===== config.mk =====
export PLATFORM = sky130hd
export DESIGN_NAME = wdog_top
export DESIGN_NICKNAME = d
export VERILOG_FILES = /design/src/rtl/wdog_pkg.sv /design/src/rtl/wdog_ctrl_reg.sv /design/src/rtl/wdog_prescaler.sv /design/src/rtl/wdog_counter.sv /design/src/rtl/wdog_pulse.sv /design/src/rtl/wdog_top.sv
export SDC_FILE = /design/constraint.sdc
export NUM_CORES = 1
export LEC_CHECK = 0
export BUFFER_PORTS_ARGS = -buffer_cell sky130_fd_sc_hd__buf_4
export CAP_MARGIN = 15
export CORE_ASPECT_RATIO = 1.75
export CORE_MARGIN = 1
export CORE_UTILIZATION = 30
export DETAILED_ROUTE_END_ITERATION = 8
export PLACE_DENSITY = 0.47
export SYNTH_ARGS = -nofsm -noshare
export SYNTH_HDL_FRONTEND = slang
export SYNTH_SLANG_ARGS = --single-unit

===== constraint.sdc =====
create_clock -name clk -period 1.6 [get_ports clk]
set_input_delay 0.32 -clock clk [delete_from_list [all_inputs] [get_ports clk]]
set_output_delay 0.32 -clock clk [all_outputs]
set_load 0.005 [all_outputs]

===== src/rtl/wdog_pkg.sv =====
package wdog_pkg;
  localparam logic [7:0] WDC_ADDR = 8'h8F;
  localparam int SEL_W = 3;

  typedef struct packed {
    logic             arm;
    logic             restart;
    logic             idle_run;
    logic [SEL_W-1:0] sel;
  } wdc_t;

  function automatic logic [7:0] wdc_to_byte(input wdc_t c);
    return {c.arm, c.restart, c.idle_run, 2'b00, c.sel};
  endfunction
endpackage


===== src/rtl/wdog_ctrl_reg.sv =====
module wdog_ctrl_reg
  import wdog_pkg::*;
#(
  parameter logic [7:0] ADDR = WDC_ADDR
) (
  input  logic       clk,
  input  logic       rst_n,
  input  logic       we,
  input  logic [7:0] addr,
  input  logic [7:0] wdata,
  input  logic       mc_tick,
  input  logic       kill,
  output wdc_t       ctrl_o
);
  wdc_t ctrl_q, ctrl_d;
  logic hit;
  logic unused_bits;

  assign hit         = we && (addr == ADDR);
  assign unused_bits = ^wdata[4:3];

  always_comb begin
    ctrl_d = ctrl_q;
    if (ctrl_q.restart && mc_tick) ctrl_d.restart = 1'b0;
    if (hit) begin
      ctrl_d.arm      = wdata[7];
      ctrl_d.restart  = wdata[6];
      ctrl_d.idle_run = wdata[5];
      ctrl_d.sel      = wdata[SEL_W-1:0];
    end
    if (kill) ctrl_d = '0;
  end

  always_ff @(posedge clk or negedge rst_n) begin
    if (!rst_n) ctrl_q <= '0;
    else        ctrl_q <= ctrl_d;
  end

  assign ctrl_o = ctrl_q;
endmodule


===== src/rtl/wdog_prescaler.sv =====
module wdog_prescaler #(
  parameter int MC_DIV = 12,
  parameter int SEL_W  = 3
) (
  input  logic             clk,
  input  logic             rst_n,
  input  logic             run,
  input  logic             clr,
  input  logic [SEL_W-1:0] sel,
  output logic             mc_tick_o,
  output logic             cnt_tick_o
);
  localparam int MCW   = $clog2(MC_DIV);
  localparam int PRE_W = 1 << SEL_W;
  localparam int NSEL  = 1 << SEL_W;

  logic [MCW-1:0]   mc_q, mc_d;
  logic [PRE_W-1:0] pre_q, pre_d;
  logic [PRE_W-1:0] mask_tbl [NSEL];
  logic [PRE_W-1:0] mask;
  logic             mc_tick;

  for (genvar g = 0; g < NSEL; g++) begin : g_mask
    assign mask_tbl[g] = PRE_W'((64'd1 << (g + 1)) - 64'd1);
  end

  assign mask    = mask_tbl[sel];
  assign mc_tick = (mc_q == MCW'(MC_DIV - 1));

  always_comb begin
    mc_d = mc_tick ? '0 : mc_q + 1'b1;
  end

  always_comb begin
    pre_d = pre_q;
    if (mc_tick) begin
      if (clr)      pre_d = '0;
      else if (run) pre_d = pre_q + 1'b1;
    end
  end

  always_ff @(posedge clk or negedge rst_n) begin
    if (!rst_n) begin
      mc_q  <= '0;
      pre_q <= '0;
    end else begin
      mc_q  <= mc_d;
      pre_q <= pre_d;
    end
  end

  assign mc_tick_o  = mc_tick;
  assign cnt_tick_o = run && mc_tick && !clr && ((pre_q & mask) == mask);

  assert_mc_range_R3: assert property (@(posedge clk) disable iff (!rst_n)
    mc_q <= MCW'(MC_DIV - 1));
endmodule


===== src/rtl/wdog_counter.sv =====
module wdog_counter #(
  parameter int CNT_W = 14
) (
  input  logic             clk,
  input  logic             rst_n,
  input  logic             clr,
  input  logic             tick,
  output logic [CNT_W-1:0] cnt_o,
  output logic             ovf_o
);
  logic [CNT_W-1:0] cnt_q, cnt_d;

  always_comb begin
    cnt_d = cnt_q;
    if (clr)       cnt_d = '0;
    else if (tick) cnt_d = cnt_q + 1'b1;
  end

  always_ff @(posedge clk or negedge rst_n) begin
    if (!rst_n) cnt_q <= '0;
    else        cnt_q <= cnt_d;
  end

  assign cnt_o = cnt_q;
  assign ovf_o = tick && (&cnt_q);
endmodule


===== src/rtl/wdog_pulse.sv =====
module wdog_pulse #(
  parameter int MC_DIV = 12,
  parameter int RST_MC = 2
) (
  input  logic clk,
  input  logic rst_n,
  input  logic mc_tick,
  input  logic ovf,
  input  logic arm,
  output logic tmo_o,
  output logic rst_o
);
  localparam int RW = $clog2(RST_MC + 1);
  localparam int TW = $clog2(MC_DIV + 2);

  logic          tmo_q, tmo_d;
  logic [RW-1:0] rcnt_q, rcnt_d;

  always_comb begin
    tmo_d = tmo_q;
    if (ovf)          tmo_d = 1'b1;
    else if (mc_tick) tmo_d = 1'b0;
  end

  always_comb begin
    rcnt_d = rcnt_q;
    if (ovf && arm)                    rcnt_d = RW'(RST_MC);
    else if (mc_tick && rcnt_q != '0)  rcnt_d = rcnt_q - 1'b1;
  end

  always_ff @(posedge clk or negedge rst_n) begin
    if (!rst_n) begin
      tmo_q  <= 1'b0;
      rcnt_q <= '0;
    end else begin
      tmo_q  <= tmo_d;
      rcnt_q <= rcnt_d;
    end
  end

  assign tmo_o = tmo_q;
  assign rst_o = (rcnt_q != '0);

  logic [TW-1:0] chk_run;
  always_ff @(posedge clk or negedge rst_n) begin
    if (!rst_n)     chk_run <= '0;
    else if (tmo_q) chk_run <= chk_run + 1'b1;
    else            chk_run <= '0;
  end

  assert_tmo_width_R5: assert property (@(posedge clk) disable iff (!rst_n)
    chk_run <= TW'(MC_DIV));
endmodule


===== src/rtl/wdog_top.sv =====
module wdog_top
  import wdog_pkg::*;
#(
  parameter int MC_DIV = 12,
  parameter int CNT_W  = 14,
  parameter int RST_MC = 2
) (
  input  logic       clk,
  input  logic       rst_n,
  input  logic [7:0] sfr_addr,
  input  logic [7:0] sfr_wdata,
  input  logic       sfr_we,
  output logic [7:0] sfr_rdata,
  input  logic       idle_i,
  output logic       tmo_o,
  output logic       wd_rst_o
);
  logic [1:0]       sync_q;
  logic             srst_n;
  wdc_t             ctrl;
  logic             mc_tick, cnt_tick, ovf, run, clr;
  logic             kill;
  logic [CNT_W-1:0] cnt_val;

  always_ff @(posedge clk or negedge rst_n) begin
    if (!rst_n) sync_q <= 2'b00;
    else        sync_q <= {sync_q[0], 1'b1};
  end
  assign srst_n = sync_q[1];

  assign run  = !idle_i || ctrl.idle_run;
  assign clr  = ctrl.restart && mc_tick;
  assign kill = ovf && ctrl.arm;

  wdog_ctrl_reg #(.ADDR(WDC_ADDR)) u_reg (
    .clk(clk), .rst_n(srst_n), .we(sfr_we), .addr(sfr_addr),
    .wdata(sfr_wdata), .mc_tick(mc_tick), .kill(kill), .ctrl_o(ctrl)
  );

  wdog_prescaler #(.MC_DIV(MC_DIV), .SEL_W(SEL_W)) u_pre (
    .clk(clk), .rst_n(srst_n), .run(run), .clr(clr), .sel(ctrl.sel),
    .mc_tick_o(mc_tick), .cnt_tick_o(cnt_tick)
  );

  wdog_counter #(.CNT_W(CNT_W)) u_cnt (
    .clk(clk), .rst_n(srst_n), .clr(clr), .tick(cnt_tick),
    .cnt_o(cnt_val), .ovf_o(ovf)
  );

  wdog_pulse #(.MC_DIV(MC_DIV), .RST_MC(RST_MC)) u_pulse (
    .clk(clk), .rst_n(srst_n), .mc_tick(mc_tick), .ovf(ovf),
    .arm(ctrl.arm), .tmo_o(tmo_o), .rst_o(wd_rst_o)
  );

  assign sfr_rdata = (sfr_addr == WDC_ADDR) ? wdc_to_byte(ctrl) : 8'h00;

  assert_restart_clears_R4: assert property (@(posedge clk) disable iff (!srst_n)
    (ctrl.restart && mc_tick) |=> (cnt_val == '0));

  assert_idle_freeze_R7: assert property (@(posedge clk) disable iff (!srst_n)
    (idle_i && !ctrl.idle_run && !(ctrl.restart && mc_tick)) |=> $stable(cnt_val));

  assert_tmo_at_wrap_R3: assert property (@(posedge clk) disable iff (!srst_n)
    $rose(tmo_o) |-> (cnt_val == '0));

  assert_rst_needs_arm_R6: assert property (@(posedge clk) disable iff (!srst_n)
    $rose(wd_rst_o) |-> $past(ctrl.arm));

  assert_rst_clears_ctrl_R6: assert property (@(posedge clk) disable iff (!srst_n)
    $rose(wd_rst_o) |-> (ctrl == '0));
endmodule


==> impl_metrics.csv, run 1 <==
group,metric,value,unit
synth,ys_ff_latch,37,
sta,timing.final.hold_violations,0,
cells_and_area,area_growth,59.30,%
clock_tree,cts_tree,"yes",
synth,synth.distinct_cells,48,
sta,fmax,0.5102,GHz
min_path,hold_path.class,"reg2async",
synth,synthTopCellsByArea,"dfrtp_1 46%, nand2_1 4.8%, a21oi_1 3.9%",
synth,synth-edff-count,0,
clock_tree,cts.sinks,37,
floorplanning,die_h,110.9,um
clock_tree,root_buffer,"clkbuf_16",
sta,slew_violations,0,
run_status,outcome,"finished with violations",
placement,hpwl,4209,um
sta,period_minus_slack,1.960,ns
placement,gp_congestion,0.8174,
clock_tree,cts.clk_slew.worst_paths,0.06,ns
synth,yosys.area.top_type,"dfrtp_1",
synth,async_flop_share,1.000,
clock_tree,htreeDepth,2,
critical_path,criticalPathCategory,"reg2reg",
routing,first_iter_violations,74,
global_routing,grt_pass1_wl,9487,um
synth,synth.yosys.warnings,0,
routing,postRouteAntennaNets,0,
clock_tree,clock_latency,0.28,ns
routing,wl,5969,um
global_routing,grt_usage,0.1737,
critical_path,cp.required,1.80,ns
cells_and_area,drive_gt1_frac,0.4842,
clock_tree,clk_path_buf_depth,2,
critical_path,critPathArrivalTime,2.16,ns
sta,fin_skew,0.002381,ns
floorplanning,start_util,0.3108,
routing,num_vias,2008,
run_status,violations,"setup timing",
routing,first_pass_iters,4,
sta,setup_tns,-7.022,ns
critical_path,reg2reg_depth,6,
synth,syn_area_per_cell,9.364,um^2
synth,netlist_area,2032,um^2
synth,synth_flop_cell,"dfrtp_1",
critical_path,r2r-start,"u_pre.mc_q[1]$_DFF_PN0_",
power,irDropWorstVdd,0.6392,mV
cells_and_area,fillers,644,
cells_and_area,layout.cells.non_filler,398,
global_routing,grt_max_degree,36,
placement,place_inst,373,
critical_path,cp-start-kind,"flip-flop",
critical_path,end_kind,"flip-flop",
sta,finalSetupViolations,26,
sta,setup_ws,-0.3599,ns
floorplanning,die-area,7119,um^2
floorplanning,die_x,64.21,um
sta,fin_crit_sh,1.225,
clock_tree,numCtsBuffers,5,
routing,wl_per_cell,15.00,um
routing,avgViaCountPerCell,5.045,
cells_and_area,diodes,0,
synth,synthCells,217,
global_routing,grt_pass1_vias,2083,
critical_path,rr_endpoint,"u_cnt.cnt_o[7]$_DFFE_PN0P_",
power,powerDensity,782.2,nW/um^2
floorplanning,rows,39,
critical_path,r2r_slack,-0.36,ns
placement,io_buffers,25,
routing,route.detailed.drc,0,
sta,rsz0062_at_grt,"yes",
floorplanning,coreArea,6539,um^2
synth,synth_seq_area_share,0.4557,
cells_and_area,final_nets,339,
critical_path,crit_fanout,7,
floorplanning,num_io_pins,30,
global_routing,antenna_found_initial,0,
synth,synth_top_area_frac,0.4557,
global_routing,grt-ovfl-total,0,
power,p_leak,1.462,nW
run,drv_cap,0,
==> critical path: stages (launching register included) <==
cell     delay [ns]
dfrtp_1        0.35
ha_2           0.18
and3b_2        0.22
nand3_4        0.09
or4_4          0.48
or4_1          0.42
a21oi_1        0.15
==> layer usage <==
layer / up-vias / global-route usage / routed length [um]
li1: 980 / - / -
met1: 975 / 0.1628 / 2052
met2: 37 / 0.3411 / 3602
met3: 16 / 0.02469 / 115
met4: 0 / 0.09630 / 197
met5: - / 0 / 0
==> report_power, final <==
part | leakage [nW] | switching (mW) | total [mW] | internal (mW)
logic | 0.905 | 0.204 | 0.436 | 0.231
clock network | 0.0799 | 0.377 | 1.04 | 0.660
registers | 0.477 | 0.0528 | 1.06 | 1.01
total | 1.46 | 0.634 | 2.53 | 1.90
==> Yosys cell counts, types with 2 or more instances <==
| cell | number |
|---|---|
| ha_1 | 4 |
| a41o_1 | 2 |
| inv_1 | 6 |
| a31oi_1 | 2 |
| nand4_1 | 9 |
| or4_1 | 5 |
| a21oi_1 | 16 |
| nor2_1 | 13 |
| or4_4 | 2 |
| xor2_1 | 3 |
| conb_1 | 2 |
| nor3_1 | 5 |
| dfrtp_1 | 37 |
| xnor2_1 | 4 |
| nand2_1 | 26 |
| and3_1 | 6 |
| mux2i_1 | 2 |
| and2_1 | 7 |
| nand2b_1 | 5 |
| o31ai_1 | 6 |
| buf_4 | 2 |
| nand3_1 | 14 |
| o21ai_0 | 9 |
| clkbuf_1 | 6 |
==> registers in the layout, indices dropped and copies added (netlist names) <==
register,count
u_cnt.cnt_o,14
u_pre.pre_q,8
u_reg.ctrl_o,6
u_pre.mc_q,4
sync_q,2
u_pulse.rcnt_q,2
u_pulse.tmo_o,1
==> cell type report <==
class,count,area (um^2),share of cell area
Multi-Input combinational cell,166,1221,0.3773
Sequential cell,37,925.9,0.2860
Timing Repair Buffer,99,807.0,0.2493
Clock buffer,7,152.6,0.04716
Tap cell,82,102.6,0.03170
Inverter,6,22.52,0.006958
Clock inverter,1,5.005,0.001546
==> metrics by stage <==
step	hold slack, ns	total power, mW	setup slack [ns]	instance area [um^2]	util
after floorplan	0.02441	1.238	-0.5182	2038	-
after global placement	0.1034	1.470	-0.3643	2700	0.4129
after detailed placement	0.1048	1.475	-0.3988	2700	0.4129
after CTS	0.3052	2.539	-0.3536	2980	0.4558
after global routing	0.3355	2.651	-0.4736	3237	0.4950
final	0.2754	2.532	-0.3599	3237	0.4950
==> placed cells by master, fill, tap and decap left out, types with 9 or more instances in the layout <==
cell and instances:
nand4_1 9, buf_4 84, nand3_1 13, buf_6 12
nand2_1 25, nor2_1 12, dfrtp_1 37, a21oi_2 11
==> how the worst max path moves through the flow <==
stage | startpoint | endpoint | slack, ns | cells after the start
floorplan | u_pre.mc_q[0]$_DFF_PN0_ | u_cnt.cnt_o[9]$_DFFE_PN0P_ | -0.52 | 8
global placement | u_pre.mc_q[1]$_DFF_PN0_ | u_cnt.cnt_o[9]$_DFFE_PN0P_ | -0.36 | 6
detailed placement | u_pre.mc_q[1]$_DFF_PN0_ | u_cnt.cnt_o[9]$_DFFE_PN0P_ | -0.40 | 6
CTS | u_pre.mc_q[1]$_DFF_PN0_ | u_cnt.cnt_o[9]$_DFFE_PN0P_ | -0.35 | 6
global route | u_pre.mc_q[0]$_DFF_PN0_ | u_cnt.cnt_o[7]$_DFFE_PN0P_ | -0.47 | 7
finish | u_pre.mc_q[1]$_DFF_PN0_ | u_cnt.cnt_o[7]$_DFFE_PN0P_ | -0.36 | 6
==> repair_timing <==
action / 4_1_cts / 5_1_grt
setup buffers: 4 / 10
hold buffers: 1 / 0
cloned: 1 / 1
setup endpoints to repair: 25 / 35
gates resized for setup: 16 / 45
pin swaps: 0 / 20
hold endpoints to repair: 2 / 0
==> cells by family (layout without fill, tap and decap cells) <==
kind of cell,after synthesis,after routing,share of synthesized area
XOR/XNOR,7,7,0.03017
AND/OR/NAND/NOR,102,103,0.2814
AO/OA/AOI/OAI,46,46,0.1466
other,2,3,0.003696
adder cells (fa/ha/maj),4,4,0.02463
buffers and inverters,16,113,0.04248
flip-flops,37,37,0.4557
multiplexers,3,3,0.01539
No activity file was read; power rests on OpenSTA's default activity.
==> inputs of run 2 (changes only) <==
--- a/config.mk
+++ b/config.mk
@@ -9,9 +9,9 @@
 export CAP_MARGIN = 15
 export CORE_ASPECT_RATIO = 1.75
 export CORE_MARGIN = 1
-export CORE_UTILIZATION = 30
+export CORE_UTILIZATION = 51
 export DETAILED_ROUTE_END_ITERATION = 8
-export PLACE_DENSITY = 0.47
+export PLACE_DENSITY = 0.73
 export SYNTH_ARGS = -nofsm -noshare
 export SYNTH_HDL_FRONTEND = slang
 export SYNTH_SLANG_ARGS = --single-unit
==> impl_metrics.csv, run 2 (same netlist as run 1, synthesis figures left out) <==
group,metric,value,unit
global_routing,grt_usage,0.2954,
placement,io_buffers,25,
floorplanning,num_io_pins,30,
global_routing,grt_pass1_vias,2153,
clock_tree,clk_path_buf_depth,2,
sta,fin_skew,0.002622,ns
clock_tree,cts.sinks,37,
critical_path,critPathArrivalTime,2.28,ns
routing,num_vias,2104,
run_status,outcome,"finished with violations",
routing,first_iter_violations,61,
critical_path,cp.required,1.82,ns
cells_and_area,largest_reg_flops,14,
power,p_leak,1.411,nW
clock_tree,root_buffer,"clkbuf_8",
floorplanning,die_x,49.72,um
clock_tree,cts.clk_slew.worst_paths,0.07,ns
power,fin_total_pwr,2.164,mW
critical_path,r2r_slack,-0.46,ns
clock_tree,clock_latency,0.29,ns
floorplanning,start_util,0.5307,
sta,setup_ws,-0.4594,ns
run_status,violations,"setup timing",
global_routing,grt-ovfl-total,0,
critical_path,criticalPathCategory,"reg2reg",
critical_path,cp-start-kind,"flip-flop",
placement,placed_cell_area,2658,um^2
floorplanning,die-area,4251,um^2
cells_and_area,fin_area,3064,um^2
sta,fmax,0.4856,GHz
placement,hpwl,3908,um
cells_and_area,drive_gt1_frac,0.4551,
clock_tree,numCtsBuffers,5,
cells_and_area,final_cell_mix,"82 x buf_4, 37 x dfrtp_1, 25 x nand2_1",
power,irDropWorstVdd,0.6530,mV
floorplanning,coreArea,3829,um^2
cells_and_area,diodes,0,
clock_tree,htreeDepth,2,
cells_and_area,area_growth,50.80,%
placement,gp_congestion,0.8180,
cells_and_area,final_common_cell,"buf_4",
routing,wl,6486,um
sta,finalSetupViolations,27,
power,powerDensity,706.1,nW/um^2
floorplanning,die_h,85.50,um
clock_tree,cts_tree,"yes",
global_routing,grt_max_degree,36,
critical_path,reg2reg_depth,6,
critical_path,end_kind,"flip-flop",
critical_path,crit_fanout,8,
sta,slew_violations,0,
routing,postRouteAntennaNets,0,
sta,fin_crit_sh,1.287,
critical_path,rr_endpoint,"u_cnt.cnt_o[8]$_DFFE_PN0P_",
global_routing,grt_pass1_wl,9397,um
cells_and_area,final_nets,336,
routing,route.detailed.drc,0,
routing,first_pass_iters,4,
run,drv_cap,0,
cells_and_area,fillers,240,
critical_path,r2r-start,"u_pre.mc_q[1]$_DFF_PN0_",
global_routing,antenna_found_initial,0,
floorplanning,rows,30,
min_path,hold_path.class,"reg2async",
sta,period_minus_slack,2.059,ns
routing,avgViaCountPerCell,5.844,
sta,timing.final.hold_violations,0,
sta,rsz0062_at_grt,"yes",
routing,wl_per_cell,18.02,um
## run 2: cell types whose count changed in the layout (fill, tap and decap cells not counted), moves of 2 or more
cell       change
a21oi_1        +2
a21oi_2        -2
buf_4          -2
clkbuf_16      -5
clkbuf_8       +4
nor2_2         +2
or4_1          +2
or4_4          -2
## run 2: layout make-up
| type | instances | area, um^2 | area share |
|---|---|---|---|
| Multi-Input combinational cell | 166 | 1195 | 0.3900 |
| Clock buffer | 7 | 86.33 | 0.02817 |
| Tap cell | 48 | 60.06 | 0.01960 |
| Sequential cell | 37 | 925.9 | 0.3022 |
| Inverter | 6 | 22.52 | 0.007350 |
| Timing Repair Buffer | 96 | 774.5 | 0.2528 |
## run 2: worst max path at each step
stage	from	endpoint	slack, ns	depth (start not counted)
after floorplan	u_pre.mc_q[0]$_DFF_PN0_	u_cnt.cnt_o[9]$_DFFE_PN0P_	-0.52	8
after global placement	u_pre.mc_q[1]$_DFF_PN0_	u_cnt.cnt_o[9]$_DFFE_PN0P_	-0.34	6
after detailed placement	u_pre.mc_q[1]$_DFF_PN0_	u_cnt.cnt_o[9]$_DFFE_PN0P_	-0.41	6
after CTS	u_pre.mc_q[1]$_DFF_PN0_	u_cnt.cnt_o[9]$_DFFE_PN0P_	-0.38	6
after global routing	u_pre.mc_q[1]$_DFF_PN0_	u_cnt.cnt_o[8]$_DFFE_PN0P_	-0.51	6
final	u_pre.mc_q[1]$_DFF_PN0_	u_cnt.cnt_o[8]$_DFFE_PN0P_	-0.46	6
## run 2: timing repair
item	CTS	global route
gates cloned	1	1
setup endpoints to repair	25	37
buffers inserted	6	6
endpoints found under the hold margin	2	0
hold buffers	1	0
resized for setup	19	35
pin swaps	7	12
## run 2: worst max-delay path, cell delays in order (launching register included)
cell	delay [ns]
dfrtp_1	0.37
ha_2	0.20
and3b_2	0.22
nand3_4	0.09
or4_4	0.49
or4_1	0.47
a21oi_2	0.15
## run 2: power by group
part | internal (mW) | switching (mW) | total [mW] | leakage [nW]
clock | 0.342 | 0.328 | 0.670 | 0.0443
combinational | 0.224 | 0.211 | 0.434 | 0.889
sequential | 1.01 | 0.0547 | 1.06 | 0.477
total | 1.57 | 0.593 | 2.16 | 1.41
## run 2: metal layers
| layer | GRT usage | routed length, um |
|---|---|---|
| met1 | 0.2835 | 2280 |
| met2 | 0.5541 | 3768 |
| met3 | 0.04787 | 208 |
| met4 | 0.1974 | 228 |
| met5 | 0 | 0 |
## run 2: metrics by stage
step           TNS [ns]  instances  worst slack [ns]  hold WS (ns)  utilization
3_3_place_gp     -6.072        339           -0.3425        0.1013       0.6941
6_report         -8.164        360           -0.4594        0.2790       0.8003
5_1_grt          -10.03        360           -0.5119        0.2988       0.8003
3_5_place_dp     -7.447        339           -0.4073        0.1026       0.6941
2_1_floorplan    -7.447        218           -0.5182       0.02441            -
4_1_cts          -6.727        353           -0.3753        0.2919       0.7546
